## config.mk

```make
export PLATFORM = sky130hd
export DESIGN_NAME = irq_flag_ctrl
export DESIGN_NICKNAME = d
export VERILOG_FILES = /design/src/rtl/irq_pkg.sv /design/src/rtl/irq_port_change.sv /design/src/rtl/irq_core_reg.sv /design/src/rtl/irq_flag_bank.sv /design/src/rtl/irq_flag_ctrl.sv
export SDC_FILE = /design/constraint.sdc
export NUM_CORES = 1
export LEC_CHECK = 0
export BUFFER_PORTS_ARGS = -buffer_cell sky130_fd_sc_hd__buf_4
export CORE_UTILIZATION = 45
export CTS_CLUSTER_SIZE = 16
export DETAILED_ROUTE_END_ITERATION = 6
export GPL_TIMING_DRIVEN = 0
export PLACE_DENSITY = 0.71
export SYNTH_ARGS = -nofsm -noshare
export SYNTH_HDL_FRONTEND = slang
export SYNTH_SLANG_ARGS = --single-unit
```

## constraint.sdc

```tcl
create_clock -name clk -period 1.1 [get_ports clk]
set_input_delay 0.11 -clock clk [delete_from_list [all_inputs] [get_ports clk]]
set_output_delay 0.11 -clock clk [all_outputs]
set_load 0.005 [all_outputs]
```

## src/rtl/irq_pkg.sv

```systemverilog
package irq_pkg;
  localparam int DATA_W = 8;
  localparam int ADDR_W = 3;
  localparam int CORE_SRC = 3;

  localparam logic [ADDR_W-1:0] A_CORE  = 3'd0;
  localparam logic [ADDR_W-1:0] A_PFLAG = 3'd1;
  localparam logic [ADDR_W-1:0] A_PEN   = 3'd3;

  localparam int B_GIE  = 7;
  localparam int B_PEIE = 6;
  localparam int B_EN_HI = 5;
  localparam int B_EN_LO = 3;
  localparam int B_FL_HI = 2;
  localparam int B_FL_LO = 0;
endpackage

```

## src/rtl/irq_port_change.sv

```systemverilog
module irq_port_change #(
  parameter int W = 4
) (
  input  logic         clk,
  input  logic         rst,
  input  logic [W-1:0] pins,
  input  logic         rd_strobe,
  output logic [W-1:0] ref_q,
  output logic         mismatch
);
  always_ff @(posedge clk) begin
    if (rst) ref_q <= '0;
    else if (rd_strobe) ref_q <= pins;
  end

  assign mismatch = |(pins ^ ref_q);
endmodule

```

## src/rtl/irq_core_reg.sv

```systemverilog
module irq_core_reg
  import irq_pkg::*;
(
  input  logic                clk,
  input  logic                rst,
  input  logic                we,
  input  logic [DATA_W-1:0]   wdata,
  input  logic                ack,
  input  logic [CORE_SRC-1:0] evt,
  output logic                gie,
  output logic                peie,
  output logic [CORE_SRC-1:0] en,
  output logic [CORE_SRC-1:0] flags,
  output logic                core_hit
);
  logic [CORE_SRC-1:0] flag_base;

  always_comb flag_base = we ? wdata[B_FL_HI:B_FL_LO] : flags;

  always_ff @(posedge clk) begin
    if (rst) begin
      gie   <= 1'b0;
      peie  <= 1'b0;
      en    <= '0;
      flags <= '0;
    end else begin
      if (we) begin
        gie  <= wdata[B_GIE];
        peie <= wdata[B_PEIE];
        en   <= wdata[B_EN_HI:B_EN_LO];
      end
      if (ack) gie <= 1'b0;
      flags <= flag_base | evt;
    end
  end

  assign core_hit = |(flags & en);
endmodule

```

## src/rtl/irq_flag_bank.sv

```systemverilog
module irq_flag_bank #(
  parameter int          W    = 8,
  parameter logic [W-1:0] MASK = '1
) (
  input  logic         clk,
  input  logic         rst,
  input  logic         flag_we,
  input  logic         en_we,
  input  logic [W-1:0] wdata,
  input  logic [W-1:0] evt,
  output logic [W-1:0] flags,
  output logic [W-1:0] ens,
  output logic         hit
);
  logic [W-1:0] base;

  always_comb base = flag_we ? wdata : flags;

  always_ff @(posedge clk) begin
    if (rst) begin
      flags <= '0;
      ens   <= '0;
    end else begin
      flags <= (base | evt) & MASK;
      if (en_we) ens <= wdata & MASK;
    end
  end

  assign hit = |(flags & ens);
endmodule

```

## src/rtl/irq_flag_ctrl.sv

```systemverilog
module irq_flag_ctrl
  import irq_pkg::*;
#(
  parameter int                PORT_W = 4,
  parameter logic [DATA_W-1:0] P1_MASK = 8'hFF,
  parameter logic [DATA_W-1:0] P2_MASK = 8'h59
) (
  input  logic              clk,
  input  logic              rst,
  input  logic              reg_we,
  input  logic [ADDR_W-1:0] reg_addr,
  input  logic [DATA_W-1:0] reg_wdata,
  output logic [DATA_W-1:0] reg_rdata,
  input  logic              tmr_ovf_evt,
  input  logic              ext_edge_evt,
  input  logic [PORT_W-1:0] port_pins,
  input  logic              port_rd,
  input  logic [DATA_W-1:0] per1_evt,
  input  logic [DATA_W-1:0] per2_evt,
  input  logic              irq_ack,
  output logic              irq_req
);
  localparam int NBANK = 2;
  localparam logic [NBANK*DATA_W-1:0] BANK_MASKS = {P2_MASK, P1_MASK};

  logic                gie_q, peie_q, core_hit, pc_mismatch;
  logic [CORE_SRC-1:0] core_en_q, core_flag_q;
  logic [PORT_W-1:0]   pc_ref;
  logic [DATA_W-1:0]   bank_evt   [NBANK];
  logic [DATA_W-1:0]   bank_flags [NBANK];
  logic [DATA_W-1:0]   bank_ens   [NBANK];
  logic [NBANK-1:0]    bank_hit;
  logic [DATA_W-1:0]   rd_mux;

  irq_port_change #(.W(PORT_W)) u_pchg (
    .clk(clk), .rst(rst), .pins(port_pins), .rd_strobe(port_rd),
    .ref_q(pc_ref), .mismatch(pc_mismatch)
  );

  irq_core_reg u_core (
    .clk(clk), .rst(rst),
    .we(reg_we && reg_addr == A_CORE),
    .wdata(reg_wdata), .ack(irq_ack),
    .evt({tmr_ovf_evt, ext_edge_evt, pc_mismatch}),
    .gie(gie_q), .peie(peie_q), .en(core_en_q), .flags(core_flag_q),
    .core_hit(core_hit)
  );

  assign bank_evt[0] = per1_evt;
  assign bank_evt[1] = per2_evt;

  for (genvar g = 0; g < NBANK; g++) begin : g_bank
    irq_flag_bank #(
      .W(DATA_W),
      .MASK(BANK_MASKS[g*DATA_W +: DATA_W])
    ) u_bank (
      .clk(clk), .rst(rst),
      .flag_we(reg_we && reg_addr == A_PFLAG + ADDR_W'(g)),
      .en_we(reg_we && reg_addr == A_PEN + ADDR_W'(g)),
      .wdata(reg_wdata), .evt(bank_evt[g]),
      .flags(bank_flags[g]), .ens(bank_ens[g]), .hit(bank_hit[g])
    );
  end

  always_comb begin
    case (reg_addr)
      A_CORE:      rd_mux = {gie_q, peie_q, core_en_q, core_flag_q};
      A_PFLAG:     rd_mux = bank_flags[0];
      A_PFLAG + 1: rd_mux = bank_flags[1];
      A_PEN:       rd_mux = bank_ens[0];
      A_PEN + 1:   rd_mux = bank_ens[1];
      default:     rd_mux = '0;
    endcase
  end

  always_ff @(posedge clk) begin
    if (rst) reg_rdata <= '0;
    else     reg_rdata <= rd_mux;
  end

  assign irq_req = gie_q && (core_hit || (peie_q && |bank_hit));
endmodule

```

# ---- Word-level counts from Yosys, hierarchy flattened
# Cells that the tools add are included.
# W data, S select, Z words.
dict set report op_classes {
  n_bitwise 7
  mux 4
  reduce_logical 13
  n_eq_ne 4
}
# cell count
set ops {}
lappend ops {{$pmux W8 S5} 1}
lappend ops {{$reduce_or A16 Y1} 1}
lappend ops {{$and A8 B8 Y8} 1}
lappend ops {{$mux W8} 1}
lappend ops {{$or A8 B8 Y8} 1}
lappend ops {{$and A7 B7 Y7} 1}
lappend ops {{$logic_and A1 B1 Y1} 7}
lappend ops {{$mux W7} 1}
lappend ops {{$or A7 B7 Y7} 1}
lappend ops {{$eq A3 B2 Y1 const B} 2}
lappend ops {{$reduce_or A4 Y1} 1}
lappend ops {{$xor A4 B4 Y4} 1}
lappend ops {{$and A3 B3 Y3} 1}
lappend ops {{$eq A3 B1 Y1 const B} 1}
lappend ops {{$eq A3 B3 Y1 const B} 1}
lappend ops {{$logic_not A3 Y1} 1}
lappend ops {{$mux W3} 1}
lappend ops {{$or A3 B3 Y3} 1}
lappend ops {{$reduce_or A3 Y1} 1}
lappend ops {{$reduce_or A2 Y1} 1}
lappend ops {{$logic_or A1 B1 Y1} 1}
dict set report word_totals {
  elab_cells 38
  input_bits 38
  ff_bits 44
}

# ---- Logic depth before layout (Yosys ltp)
dict set report depth {
  word_depth 5
  mapped_depth 6
  mapped_depth_nobuf 4
}

# ---- Cells and area by module
# From an unflattened synthesis, not the netlist that was laid out.
dict set report hier_totals {
  hier_cells 245
  hier_area_um2 2230.9
}
# mod n_inst area_each_um2 cells_per_inst seq_area_each_um2
set modules_own_cells {}
lappend modules_own_cells {irq_flag_ctrl 1 696.9 88 160.2}
lappend modules_own_cells {{irq_flag_bank at g_bank[0].u_bank} 1 645.6 65 320.3}
lappend modules_own_cells {{irq_flag_bank at g_bank[1].u_bank} 1 386.6 43 160.2}
lappend modules_own_cells {irq_core_reg 1 320.3 31 160.2}
lappend modules_own_cells {irq_port_change 1 181.4 18 80.1}

# ---- Worst setup path before layout
# Ideal clock, no wire load.
dict set report synth_timing {
  path_type {flip-flop to flip-flop}
  startpoint {reg g_bank[1].u_bank.flags[6]}
  endpoint {reg reg_rdata[6]}
  arrival_time_ps 912
  slack_ps 73
  stages_incl_launch_ff 5
  t_required_ps 985
  path_cell_list {dfxtp_1 mux2_4 a22oi_1 o22ai_1 and2_1}
}
dict set report synth_between {
  elab_chain_cells 1
}
# element line
set synth_lines {}
lappend synth_lines {{start, declared} irq_flag_bank.sv:11} ;# output logic [W-1:0] flags,
lappend synth_lines {{start signal, assigned} irq_flag_bank.sv:24} ;# flags <= (base | evt) & MASK;
lappend synth_lines {{$pmux W8 S5} irq_flag_ctrl.sv:66} ;# case (reg_addr)
lappend synth_lines {{end signal, assigned} irq_flag_ctrl.sv:78} ;# else reg_rdata <= rd_mux;
lappend synth_lines {{end, declared} irq_flag_ctrl.sv:13} ;# output logic [DATA_W-1:0] reg_rdata,
# Every way passes these cells.
# A chain may end at the register's enable or synchronous reset.

# ---- Final worst setup path
dict set report layout_timing {
  startpoint {reg g_bank[0].u_bank.ens[4]}
  endpoint {out irq_req}
}
dict set report layout_between {
  elab_chain_cells 5
}
# element line
set layout_lines {}
lappend layout_lines {{start, declared} irq_flag_bank.sv:12} ;# output logic [W-1:0] ens,
lappend layout_lines {{start signal, assigned} irq_flag_bank.sv:25} ;# if (en_we) ens <= wdata & MASK;
lappend layout_lines {{$and A8 B8 Y8} irq_flag_bank.sv:29} ;# assign hit = |(flags & ens);
lappend layout_lines {{$reduce_or A16 Y1} irq_flag_ctrl.sv:81} ;# assign irq_req = gie_q && (core_hit || (peie_q && |bank_hit));
lappend layout_lines {{$logic_and A1 B1 Y1} irq_flag_ctrl.sv:81}
lappend layout_lines {{$logic_or A1 B1 Y1} irq_flag_ctrl.sv:81}
lappend layout_lines {{$logic_and A1 B1 Y1} irq_flag_ctrl.sv:81}
lappend layout_lines {{end, declared} irq_flag_ctrl.sv:21} ;# output logic irq_req
# Every way passes these cells.

==> results_dict.tcl <==
set metrics [dict create \
    status "finished with violations" \
    violations "negative setup slack" \
    vias 1821 \
    avgSynthCellArea_um2 8.56 \
    rr_startpoint "g_bank[0].u_bank.ens[4]" \
    fin_ws_ns -0.405 \
    final_antenna_net_count 0 \
    netlist_area_um2 2000 \
    cp.arrival_ns 1.39 \
    htree_num_levels 2 \
    ys_seq_elements 44 \
    viasPerCell 5.37 \
    required_ns 0.99 \
    drv_cap 0 \
    grt_pass1_vias 1765 \
    cts.sinks 44 \
    synthCells 234 \
    grt_pass1_wl_um 8490 \
    port_buffers 40 \
    rsz0062_at_grt "true" \
    fin_skew_ns 0.00898 \
    cts_buffer_depth 2 \
    synth_ff_type "dfxtp_1" \
    rows 23 \
    layout_commonest_cell "nand2_1" \
    hp-start "per2_evt[3]" \
    globalplace.congestion 0.885 \
    cts_inserted_buffers 5 \
    path_max_fanout 2 \
    wirelength_um 5130 \
    synth_area_leaders "dfxtp_1, nand2_1, mux2i_1" \
    drtIter0Drc 139 \
    post-synth-top-area-fraction_pct 44.0 \
    drive_above_1_share_pct 32.2 \
    cts-root-buf "clkbuf_8" \
    rrSetupSlack_ns -0.19 \
    firstDrtPassIters 4 \
    rr_worst_depth 6 \
    ios 47 \
    grtUsageTotal_pct 24.9 \
    die_x_um 68.7 \
    antenna_found_initial 0 \
    wl_per_cell_um 15.1 \
    final_core_util_pct 63.3 \
    die-height_um 68.7 \
    reg2reg_to "reg_rdata[4]" \
    clkTransAtPathRegs_ns 0.08 \
    async_reset_ff_share_pct 0 \
    powerDensity_nw_per_um2 1340 \
    synth-edff-count 0 \
    antenna_cells 0 \
    relSlewSlack_pct 65.6 \
    dp_hpwl_um 3650 \
    critPathKind "register to output port" \
    min_to "g_bank[1].u_bank.flags[3]" \
    placed_cells 324 \
    yosysWarnings 0 \
    dpl_cell_area_um2 2370 \
    layout.nets 326 \
    startpoint_type "register" \
    coreArea_um2 4140 \
    initial_core_util_pct 48.3 \
    drc 0 \
    gr-total-overflow 0 \
    cts_tree "built" \
    end_kind "output port" \
    finalSetupViolCount 3 \
    ir_worst_vdd_mv 0.943 \
    die_area_um2 4720 \
    worstHoldPathCells 3 \
    finalCritPeriodShare_pct 137 \
    final_cells 339 \
    p_leak_nw 1.13 \
    hold_viol_final 0 \
    ys_types 31 \
    grt_max_degree 14 \
    hold_path_class "input pin to register" \
    final_cell_mix "nand2_1, buf_4, dfxtp_1" \
    fin_crit_ns 1.50 \
    syn-num-nets 272 \
    whs_ns 0.0386 \
    stdcell_area_um2 2620 \
    area_growth_pct 30.9 \
    yosysSeqAreaShare_pct 44.0 \
    fill_cells 384 \
    max_freq_mhz 664 \
    drv_slew 0 \
    worst_pin_slew_ns 0.517 \
    insertion_delay_ns 0.30 \
    synth_area_leader_cell "dfxtp_1" \
]
cells by family after synthesis:
| family | after synthesis | synth area share (%) |
|---|---|---|
| compound gates | 53 | 16.6 |
| xor+xnor | 4 | 1.75 |
| buf+inv | 27 | 6.25 |
| flops | 44 | 44.0 |
| mux | 21 | 10.9 |
| simple gates | 85 | 20.5 |
power breakdown:
group	internal [mW]	total (mW)	switching, mW
combinational	0.228	0.450	0.222
sequential	1.67	1.73	0.0618
clock	0.801	1.34	0.537
layout make-up:
class | count | area (µm²) | share of cell area (%)
sequential | 44 | 896 | 34.2
inverter | 14 | 52.6 | 2.00
timing repair buffer | 47 | 359 | 13.7
clock inverter | 1 | 30.0 | 1.15
tap | 50 | 62.6 | 2.39
multi-input combinational | 163 | 1050 | 40.1
clock buffer | 7 | 96.3 | 3.68
buffer | 13 | 72.6 | 2.77
metrics by stage:
stage / power, mW / worst slack (ns) / setup TNS, ns
floorplan: 1.98 / 0.0730 / 0
global placement: 2.16 / -0.156 / -3.24
detailed placement: 2.17 / -0.169 / -3.72
CTS: 3.52 / -0.400 / -0.586
global route: 3.68 / -0.469 / -0.911
finish: 3.52 / -0.405 / -0.705
critical path, stage by stage (launching register included):
cell and delay [ns]:
dfxtp_2 0.34, a22oi_1 0.16, nand2_1 0.09, o31ai_2 0.25, a21boi_1 0.11, buf_4 0.15
how the worst max path moves through the flow:
| stage | start | to | slack [ns] | depth (start not counted) |
|---|---|---|---|---|
| floorplan | g_bank[1].u_bank.flags[6] | reg_rdata[6] | 0.07 | 4 |
| global placement | reg_addr[1] | g_bank[1].u_bank.ens[4] | -0.16 | 6 |
| detailed placement | reg_addr[1] | g_bank[1].u_bank.ens[6] | -0.17 | 6 |
| CTS | g_bank[0].u_bank.ens[4] | irq_req | -0.40 | 5 |
| global route | g_bank[0].u_bank.ens[4] | irq_req | -0.47 | 5 |
| finish | g_bank[0].u_bank.ens[4] | irq_req | -0.40 | 5 |
per-layer routing:
| layer | wire (µm) | GRT usage [%] |
|---|---|---|
| met1 | 2300 | 33.6 |
| met2 | 2440 | 40.2 |
| met3 | 334 | 4.61 |
| met4 | 56 | 7.40 |
| met5 | 0 | 0 |
registers in the layout (all words and copies together), names as in the netlist:
name                 count
g_bank.u_bank.ens       12
g_bank.u_bank.flags     12
reg_rdata                8
u_pchg.ref_q             4
u_core.en                3
u_core.flags             3
u_core.gie               1
u_core.peie              1
synthesized netlist by cell type, types with 4 or more instances:
| cell | count |
|---|---|
| a22oi_1 | 13 |
| a21oi_1 | 18 |
| dfxtp_1 | 44 |
| nor2_1 | 13 |
| o22ai_1 | 4 |
| inv_1 | 14 |
| and2_1 | 4 |
| buf_2 | 4 |
| mux2i_1 | 17 |
| a31oi_1 | 15 |
| clkbuf_1 | 6 |
| xor2_1 | 4 |
| nor3_1 | 5 |
| nand2_1 | 50 |
repair_timing:
action / CTS / global route
buffers inserted: 5 / 1
hold buffers: 1 / 0
endpoints found under the hold margin: 1 / 0
resized for setup: 19 / 7
endpoints found under the setup margin: 5 / 11
pin swaps: 9 / 5
Power figures use the tool's default switching activity.
